### src/rtl/iso_link_pkg.sv
`timescale 1ns/1ps
// Shared definitions for the isolated logic link.
// Assumes: one clock for both sides; lines are numbered 0..ISO_LINES-1.
package iso_link_pkg;

    // Number of logic lines in the link.
    localparam int unsigned ISO_LINES = 5;

    // One event crossing the barrier: valid marks a set event, level is its value.
    typedef struct packed {
        logic valid;
        logic level;
    } iso_evt_t;

endpackage

### src/rtl/iso_timebase.sv
`timescale 1ns/1ps
// Power-up hold and background refresh timing for the whole link.
// After reset release, por_done rises on edge POR_CYC. From then on,
// refresh_tick is high for one cycle every REFRESH_CYC cycles.
// Assumes POR_CYC >= 1 and REFRESH_CYC >= 1.
module iso_timebase #(
    parameter int unsigned POR_CYC     = 7500,
    parameter int unsigned REFRESH_CYC = 1250
) (
    input  logic clk,
    input  logic rst_n,
    output logic por_done,
    output logic refresh_tick
);
    localparam int unsigned PW = $clog2(POR_CYC + 1);
    localparam int unsigned RW = $clog2(REFRESH_CYC + 1);
    localparam logic [PW-1:0] POR_LAST = PW'(POR_CYC - 1);
    localparam logic [RW-1:0] REF_LAST = RW'(REFRESH_CYC - 1);

    logic [PW-1:0] por_cnt;
    logic [RW-1:0] ref_cnt;

    // Count cycles of the power-up hold.
    always_ff @(posedge clk) begin
        if (!rst_n)         por_cnt <= '0;
        else if (!por_done) por_cnt <= por_cnt + 1'b1;
    end

    // End the hold once the last hold cycle has been counted.
    always_ff @(posedge clk) begin
        if (!rst_n)                  por_done <= 1'b0;
        else if (por_cnt == POR_LAST) por_done <= 1'b1;
    end

    // Free-running refresh period counter, active only after the hold.
    always_ff @(posedge clk) begin
        if (!rst_n)        ref_cnt <= '0;
        else if (por_done) ref_cnt <= (ref_cnt == REF_LAST) ? '0 : ref_cnt + 1'b1;
    end

    // Broadcast one refresh request at the end of each period.
    always_comb refresh_tick = por_done && (ref_cnt == REF_LAST);

endmodule

### src/rtl/iso_tx_lane.sv
`timescale 1ns/1ps
// Transmit side of one line. Captures the pin while the side is enabled
// and holds it otherwise. Emits a set event on a captured edge, on the
// cycle after the enable rises, or on a refresh request. An edge wins
// over the other two. No event leaves before the power-up hold ends.
module iso_tx_lane
    import iso_link_pkg::*;
(
    input  logic     clk,
    input  logic     rst_n,
    input  logic     pin,
    input  logic     side_en,
    input  logic     active,
    input  logic     refresh_tick,
    output logic     cap_o,
    output iso_evt_t evt
);
    logic     cap;
    logic     prev;
    logic     en_q;
    logic     resync_q;
    iso_evt_t nxt;

    // Sample the pin only while this side is enabled.
    always_ff @(posedge clk) begin
        if (!rst_n)       cap <= 1'b0;
        else if (side_en) cap <= pin;
    end

    // Keep the prior captured level and the prior enable for edge detection.
    always_ff @(posedge clk) begin
        if (!rst_n) begin
            prev     <= 1'b0;
            en_q     <= 1'b0;
            resync_q <= 1'b0;
        end else begin
            prev     <= cap;
            en_q     <= side_en;
            resync_q <= side_en & ~en_q;
        end
    end

    // Choose the event for this cycle: edge first, then resync or refresh.
    always_comb begin
        nxt = '0;
        if (active) begin
            if (cap != prev) begin
                nxt.valid = 1'b1;
                nxt.level = cap;
            end else if (resync_q || refresh_tick) begin
                nxt.valid = 1'b1;
                nxt.level = cap;
            end
        end
    end

    // Register the event as it enters the barrier.
    always_ff @(posedge clk) begin
        if (!rst_n) evt <= '0;
        else        evt <= nxt;
    end

    assign cap_o = cap;

endmodule

### src/rtl/iso_barrier_pipe.sv
`timescale 1ns/1ps
// Fixed-latency carrier for events crossing the modelled barrier.
// STAGES registers; STAGES = 0 gives a plain wire.
module iso_barrier_pipe
    import iso_link_pkg::*;
#(
    parameter int unsigned STAGES = 2
) (
    input  logic     clk,
    input  logic     rst_n,
    input  iso_evt_t din,
    output iso_evt_t dout
);
    generate
        if (STAGES == 0) begin : g_wire
            assign dout = din;
        end else begin : g_regs
            iso_evt_t stg [STAGES];

            // First stage takes the lane event.
            always_ff @(posedge clk) begin
                if (!rst_n) stg[0] <= '0;
                else        stg[0] <= din;
            end

            for (genvar s = 1; s < STAGES; s++) begin : g_stage
                // Each later stage shifts the previous one on.
                always_ff @(posedge clk) begin
                    if (!rst_n) stg[s] <= '0;
                    else        stg[s] <= stg[s-1];
                end
            end

            assign dout = stg[STAGES-1];
        end
    endgenerate

endmodule

### src/rtl/iso_rx_latch.sv
`timescale 1ns/1ps
// Receive side of one line: a held output that only set events change.
module iso_rx_latch
    import iso_link_pkg::*;
(
    input  logic     clk,
    input  logic     rst_n,
    input  iso_evt_t evt,
    output logic     q
);
    // Update the held value on a set event; hold it otherwise.
    always_ff @(posedge clk) begin
        if (!rst_n)         q <= 1'b0;
        else if (evt.valid) q <= evt.level;
    end

endmodule

### src/rtl/iso_link.sv
`timescale 1ns/1ps
// Five-line isolated logic link. N_S2F picks how many low-numbered lines
// run system to field; the rest run field to system. Each line is a tx
// lane, a barrier pipe and an rx latch. A destination pin drives only
// when its side is enabled and the power-up hold is over.
// Assumes 0 <= N_S2F <= 5 and a single shared clock.
module iso_link
    import iso_link_pkg::*;
#(
    parameter int unsigned CLK_MHZ        = 250,
    parameter int unsigned N_S2F          = 2,
    parameter int unsigned BARRIER_STAGES = 2,
    parameter int unsigned REFRESH_CYC    = CLK_MHZ * 5,
    parameter int unsigned POR_CYC        = CLK_MHZ * 30
) (
    input  logic       clk,
    input  logic       rst_n,
    input  logic       sys_en,
    input  logic       fld_en,
    input  logic [4:0] sys_pin_in,
    input  logic [4:0] fld_pin_in,
    output logic [4:0] sys_pin_out,
    output logic [4:0] sys_pin_oe,
    output logic [4:0] fld_pin_out,
    output logic [4:0] fld_pin_oe
);
    localparam int unsigned NL = ISO_LINES;

    logic          por_done;
    logic          refresh_tick;
    logic [NL-1:0] tx_cap_vec;
    logic [NL-1:0] rx_hit_vec;

    iso_timebase #(
        .POR_CYC     (POR_CYC),
        .REFRESH_CYC (REFRESH_CYC)
    ) u_timebase (
        .clk          (clk),
        .rst_n        (rst_n),
        .por_done     (por_done),
        .refresh_tick (refresh_tick)
    );

    generate
        for (genvar i = 0; i < NL; i++) begin : g_line
            logic     src_pin;
            logic     src_en;
            logic     rx_q;
            iso_evt_t tx_evt;
            iso_evt_t rx_evt;

            if (i < N_S2F) begin : g_s2f
                assign src_pin        = sys_pin_in[i];
                assign src_en         = sys_en;
                assign fld_pin_out[i] = rx_q;
                assign fld_pin_oe[i]  = fld_en & por_done;
                assign sys_pin_out[i] = 1'b0;
                assign sys_pin_oe[i]  = 1'b0;
            end else begin : g_f2s
                assign src_pin        = fld_pin_in[i];
                assign src_en         = fld_en;
                assign sys_pin_out[i] = rx_q;
                assign sys_pin_oe[i]  = sys_en & por_done;
                assign fld_pin_out[i] = 1'b0;
                assign fld_pin_oe[i]  = 1'b0;
            end

            iso_tx_lane u_tx (
                .clk          (clk),
                .rst_n        (rst_n),
                .pin          (src_pin),
                .side_en      (src_en),
                .active       (por_done),
                .refresh_tick (refresh_tick),
                .cap_o        (tx_cap_vec[i]),
                .evt          (tx_evt)
            );

            iso_barrier_pipe #(
                .STAGES (BARRIER_STAGES)
            ) u_pipe (
                .clk   (clk),
                .rst_n (rst_n),
                .din   (tx_evt),
                .dout  (rx_evt)
            );

            iso_rx_latch u_rx (
                .clk   (clk),
                .rst_n (rst_n),
                .evt   (rx_evt),
                .q     (rx_q)
            );

            assign rx_hit_vec[i] = rx_evt.valid;
        end
    endgenerate

endmodule

### config.mk
export PLATFORM = sky130hd
export DESIGN_NAME = iso_link
export DESIGN_NICKNAME = d
export VERILOG_FILES = /design/src/rtl/iso_link_pkg.sv /design/src/rtl/iso_timebase.sv /design/src/rtl/iso_tx_lane.sv /design/src/rtl/iso_barrier_pipe.sv /design/src/rtl/iso_rx_latch.sv /design/src/rtl/iso_link.sv
export SDC_FILE = /design/constraint.sdc
export NUM_CORES = 1
export LEC_CHECK = 0
export CAP_MARGIN = 20
export CELL_PAD_IN_SITES_DETAIL_PLACEMENT = 2
export CELL_PAD_IN_SITES_GLOBAL_PLACEMENT = 2
export CORE_MARGIN = 5
export CORE_UTILIZATION = 40
export CTS_BUF_LIST = sky130_fd_sc_hd__clkbuf_8
export DETAILED_ROUTE_END_ITERATION = 8
export PLACE_DENSITY = 0.93
export SLEW_MARGIN = 20
export SYNTH_ARGS = -nofsm -noshare
export SYNTH_HDL_FRONTEND = slang
export SYNTH_HIERARCHICAL = 1
export SYNTH_SLANG_ARGS = --single-unit
export TNS_END_PERCENT = 10
### constraint.sdc
create_clock -name clk -period 3.4 [get_ports clk]
set_input_delay 0.34 -clock clk [delete_from_list [all_inputs] [get_ports clk]]
set_output_delay 0.34 -clock clk [all_outputs]
set_load 0.05 [all_outputs]
Yosys cells after proc, flatten, opt, wreduce, memory -nomap -nowiden --
Memory sizes are Yosys's and may differ from the RTL's. Cells that the tools add are included.
Storage, ports and cells: memories 5, output and inout bits 20, logic and storage cells 89, bits in writable memories 20, bits of input ports 14, ROM bits 0, flip-flop bits (word level) 54, latch bits 0
Operators by class: reductions and logical operators 4, $mul 0, divide/modulo/power cells 0, add/subtract/negate cells 2, shift operators 0, bitwise operators 16, order comparisons 0, equal/unequal tests 7, multiplexer cells 23
Memories:
- g_line[0].u_pipe.g_regs.stg | depth 2, bits a word 2, read ports 2, clocked after memory_dff 0, write ports 2, line iso_barrier_pipe.sv:18 | iso_evt_t stg [STAGES];
- g_line[1].u_pipe.g_regs.stg | depth 2, bits a word 2, read ports 2, clocked after memory_dff 0, write ports 2, line iso_barrier_pipe.sv:18
- g_line[2].u_pipe.g_regs.stg | depth 2, bits a word 2, read ports 2, clocked after memory_dff 0, write ports 2, line iso_barrier_pipe.sv:18
- g_line[3].u_pipe.g_regs.stg | depth 2, bits a word 2, read ports 2, clocked after memory_dff 0, write ports 2, line iso_barrier_pipe.sv:18
- g_line[4].u_pipe.g_regs.stg | depth 2, bits a word 2, read ports 2, clocked after memory_dff 0, write ports 2, line iso_barrier_pipe.sv:18
Operators with widths (count):
- 2-bit two-way mux | 20
- 13-bit by 1-bit adder with 13-bit output, second input constant | 1
- 13-bit equality test, second input constant | 1
- 11-bit by 1-bit adder with 11-bit output, second input constant | 1
- 11-bit equality test, second input constant | 1
- 11-bit two-way mux | 1
- 1-bit OR | 10
- 1-bit inequality test | 5
- 1-bit bitwise AND | 4
- 1-bit logical OR | 2
- 1-bit two-way mux | 2
- 1-bit NOT | 2
- 2-bit AND reduction | 1
- 1-bit logical AND | 1

Logic depth before layout (Yosys ltp) --
word-level depth 5, mapped depth 6, gate-level depth less buffers 6

By module --
Netlist, hierarchy kept.
By module, submodules not included:
- iso_timebase | instances 1, area an instance 1208.7 µm², cells each 132, seq. area each 500.5 µm²
- iso_tx_lane | instances 5, area an instance 188.9 µm², cells each 17, seq. area each 120.1 µm²
- iso_barrier_pipe | instances 5, area an instance 105.1 µm², cells each 8, seq. area each 80.1 µm²
- iso_rx_latch | instances 5, area an instance 36.3 µm², cells each 3, seq. area each 20.0 µm²
- iso_link | instances 1, area an instance 151.4 µm², cells each 21, seq. area each 0.0 µm²

Least setup slack after synthesis --
Ideal clock, no wire load.
path kind register to output, start register u_timebase.por_done, end output port sys_pin_oe[3], path slack 1.669 ns, data arrival time 1.391 ns, required time 3.060 ns, buffers on the path 1, cell stages (with the launch flop) 3, cells stage by stage dfxtp_1 and2_1 buf_4
Between the ends: cells in the longest elaborated chain, start to end 1
Ends and longest elaborated chain:
- from (decl) | line iso_timebase.sv:12 | output logic por_done,
- from (signal assigned) | line iso_timebase.sv:31 | if (!rst_n) por_done <= 1'b0;
- from (signal assigned) | line iso_timebase.sv:32 | else if (por_cnt == POR_LAST) por_done <= 1'b1;
- 1-bit bitwise AND
- to (decl) | line iso_link.sv:23 | output logic [4:0] sys_pin_oe,
No other way between the ends.

Worst setup path in the final report --
start register u_timebase.por_done, end output port sys_pin_oe[3]
Between the ends: cells in the longest elaborated chain, start to end 1
Ends and longest elaborated chain:
- 1-bit bitwise AND | line iso_link.sv:63 | assign sys_pin_oe[i] = sys_en & por_done;
No other way between the ends.

==> flow_metrics.tcl <==
set metrics [dict create \
    grt_max_degree 24 \
    cts_hold_buf 0 \
    synth_seq_cells 80 \
    gp_congestion 0.728 \
    yosysUniqueCellTypes 35 \
    vias_per_cell 5.08 \
    cts_tree "done" \
    dieWidth_um 96.8 \
    period_needed_ps 2640 \
    p_leak_nw 1.29 \
    via_count 2117 \
    syn2layout_area_growth_pct 13.8 \
    synthFlopType "dfxtp_1" \
    cp_data_arrival_time_ps 2300 \
    required_ps 3060 \
    startpoint_type "flop" \
    initial_utilization_pct 41.3 \
    skew_ps 10.1 \
    finalWirelength_mm 7.52 \
    synth_cells 293 \
    path_clk_slew_ps 90 \
    fin_util_pct 47.0 \
    p_clk_share_pct 40.7 \
    timing.slew.headroom_pct 47.2 \
    rr_worst_depth 3 \
    nNetsFinal 330 \
    worst_pin_slew_ps 790 \
    drtIter0Drc 53 \
    end_kind "output port" \
    synth_top_area_share_pct 53.2 \
    setup_viol 0 \
    syn-cell-area_um2 3010 \
    synth-xor-area-share_pct 3.78 \
    num_antenna_cells 0 \
    timing.rr.start "u_timebase/por_done" \
    min_period_over_period_pct 77.6 \
    yosysTopAreaCell "dfxtp_1" \
    drc 0 \
    crit_fanout 20 \
    power_density_nw_per_um2 517 \
    grt_overflow 0 \
    postCtsSetupBuffers 0 \
    root_buffer "clkbuf_8" \
    die_h_um 96.8 \
    yosysSeqAreaShare_pct 53.2 \
    ctsResizeCount 0 \
    setup.worst_path.start "u_timebase/por_done" \
    synth.area.top_cells "dfxtp_1 (53%), and2_1 (5.6%), buf_4 (4.7%)" \
    hp-start "g_line[2].u_pipe/g_regs.stg[0][0]" \
    whs_ps 442 \
    coreArea_um2 7290 \
    critPathCapture "sys_pin_oe[3]" \
    synthAdderAreaFrac_pct 1.25 \
    r2r-end "u_timebase/ref_cnt[2]" \
    grt_antenna_before_repair 0 \
    wl_per_cell_um 18.0 \
    fin_setup_tns_ps 0 \
    p_sw_mw 0.444 \
    synth_edf_count 0 \
    slew_violations 0 \
    grt_pass1_wl_mm 12.2 \
    grt_use_total_pct 16.5 \
    yosysWarnings 6 \
    total_power_mw 1.77 \
    insertion_delay_ps 360 \
    placementRows 31 \
    synthArstFlopShare_pct 0 \
    synth_compound_area_share_pct 7.19 \
    rrSetupSlack_ps 1210 \
    comb_power_share_pct 4.8 \
    peakVddDrop_mv 0.169 \
    hpwl_mm 5.19 \
    io_buffers 18 \
    crit_type "flop to output port" \
    ios 34 \
    seqPwrFrac_pct 54.5 \
    hold_violations 0 \
    grt_pass1_vias 2322 \
    drive_above_1_share_pct 9.12 \
    fp.dieArea_um2 9360 \
    fillers 787 \
    final_antenna_net_count 0 \
    clkSinkCount 80 \
    max_freq_mhz 379 \
    cts_buffers 9 \
    first_pass_iters 4 \
    htreeDepth 3 \
    cap_violations 0 \
    clockBufferDepth 2 \
    swShare_pct 25.0 \
    outcome "finished clean" \
    hold_class "flop to flop" \
    avgSynthCellArea_um2 10.3 \
    rsz0062_at_grt "no" \
    p_int_mw 1.33 \
    synthMuxAreaShare_pct 4.65 \
    synth_top_family_by_area "simple AND/OR/NAND/NOR gates" \
    synthSimpleGateAreaFrac_pct 24.2 \
]
layout make-up:
cell class	count	area (µm²)	share of cell area, %
multi-input cells	196	1270	37.2
inverters	4	15.0	0.438
clock inverters	7	77.6	2.26
clock buffers	9	124	3.61
repair buffers	22	210	6.13
flip-flops and latches	80	1600	46.7
well taps	99	124	3.61
kinds of logic (layout without fill, tap and decap cells):
| family | after synthesis | count (layout) |
|---|---|---|
| buffers and inverters | 26 | 42 |
| adders and majority gates | 3 | 3 |
| and+or+nand+nor | 121 | 121 |
| other | 1 | 10 |
| xor gates and xnor gates | 13 | 13 |
| DFF | 80 | 80 |
| muxes | 14 | 14 |
| AOI/OAI and AO/OA | 35 | 35 |
metal layers:
layer  global-route usage [%]  share of wire (%)  vias to the layer above
met3                     3.31                2.8                       14
li1                         -                  -                     1016
met5                        0                  0                        -
met2                     31.0                 55                       33
met1                     17.3                 40                     1054
met4                     8.32                2.3                        0
cells in the final DEF, fill, tap and decap left out, types with 9 or more instances in the layout:
master           instances
clkdlybuf4s50_1         18
and2_1                  27
mux2i_1                 14
nand2_1                 15
a21oi_1                 21
conb_1                  10
nand3_1                 10
nor2b_1                 11
dfxtp_1                 80
clkbuf_8                 9
nor2_1                  16
stage by stage:
| stage | std cells | cell area (µm²) | setup slack (ps) |
|---|---|---|---|
| after detailed placement | 401 | 3230 | 1040 |
| after floorplan | 302 | 3050 | 1670 |
| final | 417 | 3430 | 761 |
| after global routing | 417 | 3430 | 609 |
| after global placement | 401 | 3230 | 1060 |
| after CTS | 417 | 3430 | 701 |
worst max-delay path, cell delays in order (launching register included):
cell	delay [ps]
dfxtp_1	840
and2_1	280
clkdlybuf4s50_1	820
cell usage after synthesis (all sizes together) (3+ instances only):
cell / number
and2b: 5
buf: 19
o21ai: 5
mux2i: 14
nand2: 15
dfxtp: 80
nor2b: 11
nor4: 4
inv: 4
clkbuf: 3
or3: 5
xor2: 6
nand3: 10
nand4: 6
a21oi: 21
and2: 32
o31ai: 6
or4: 7
ha: 3
nand2b: 3
xnor2: 7
nor2: 16
power groups by stage:
| stage | sequential [mW] | combinational [mW] | clock (mW) |
|---|---|---|---|
| floorplan | 0.982 | 0.0649 | 0 |
| global placement | 0.984 | 0.0803 | 0 |
| detailed placement | 0.987 | 0.0840 | 0 |
| CTS | 0.965 | 0.0861 | 0.746 |
| global route | 0.967 | 0.0922 | 0.786 |
| finish | 0.965 | 0.0852 | 0.721 |
how the worst min path moves through the flow:
stage                                        endpoint  depth (start not counted)  slack (ps)
finish              g_line[2].u_pipe/g_regs.stg[1][0]                          1         440
global route        g_line[4].u_pipe/g_regs.stg[1][1]                          1         470
CTS                 g_line[2].u_pipe/g_regs.stg[1][0]                          1         450
detailed placement  g_line[4].u_pipe/g_regs.stg[0][0]                          1         420
global placement    g_line[1].u_pipe/g_regs.stg[1][0]                          1         410
floorplan           g_line[0].u_pipe/g_regs.stg[1][0]                          1         410
registers in the layout (all words and copies together), names as in the netlist, 5 cells and up:
register and cells:
g_line.u_rx/q 5, g_line.u_tx/resync_q 5, u_timebase/por_cnt 13, g_line.u_tx/cap_o 5, g_line.u_tx/en_q 5, g_line.u_pipe/g_regs.stg 20, g_line.u_tx/evt 10, g_line.u_tx/prev 5
u_timebase/ref_cnt 11
Power figures use the tool's default switching activity.
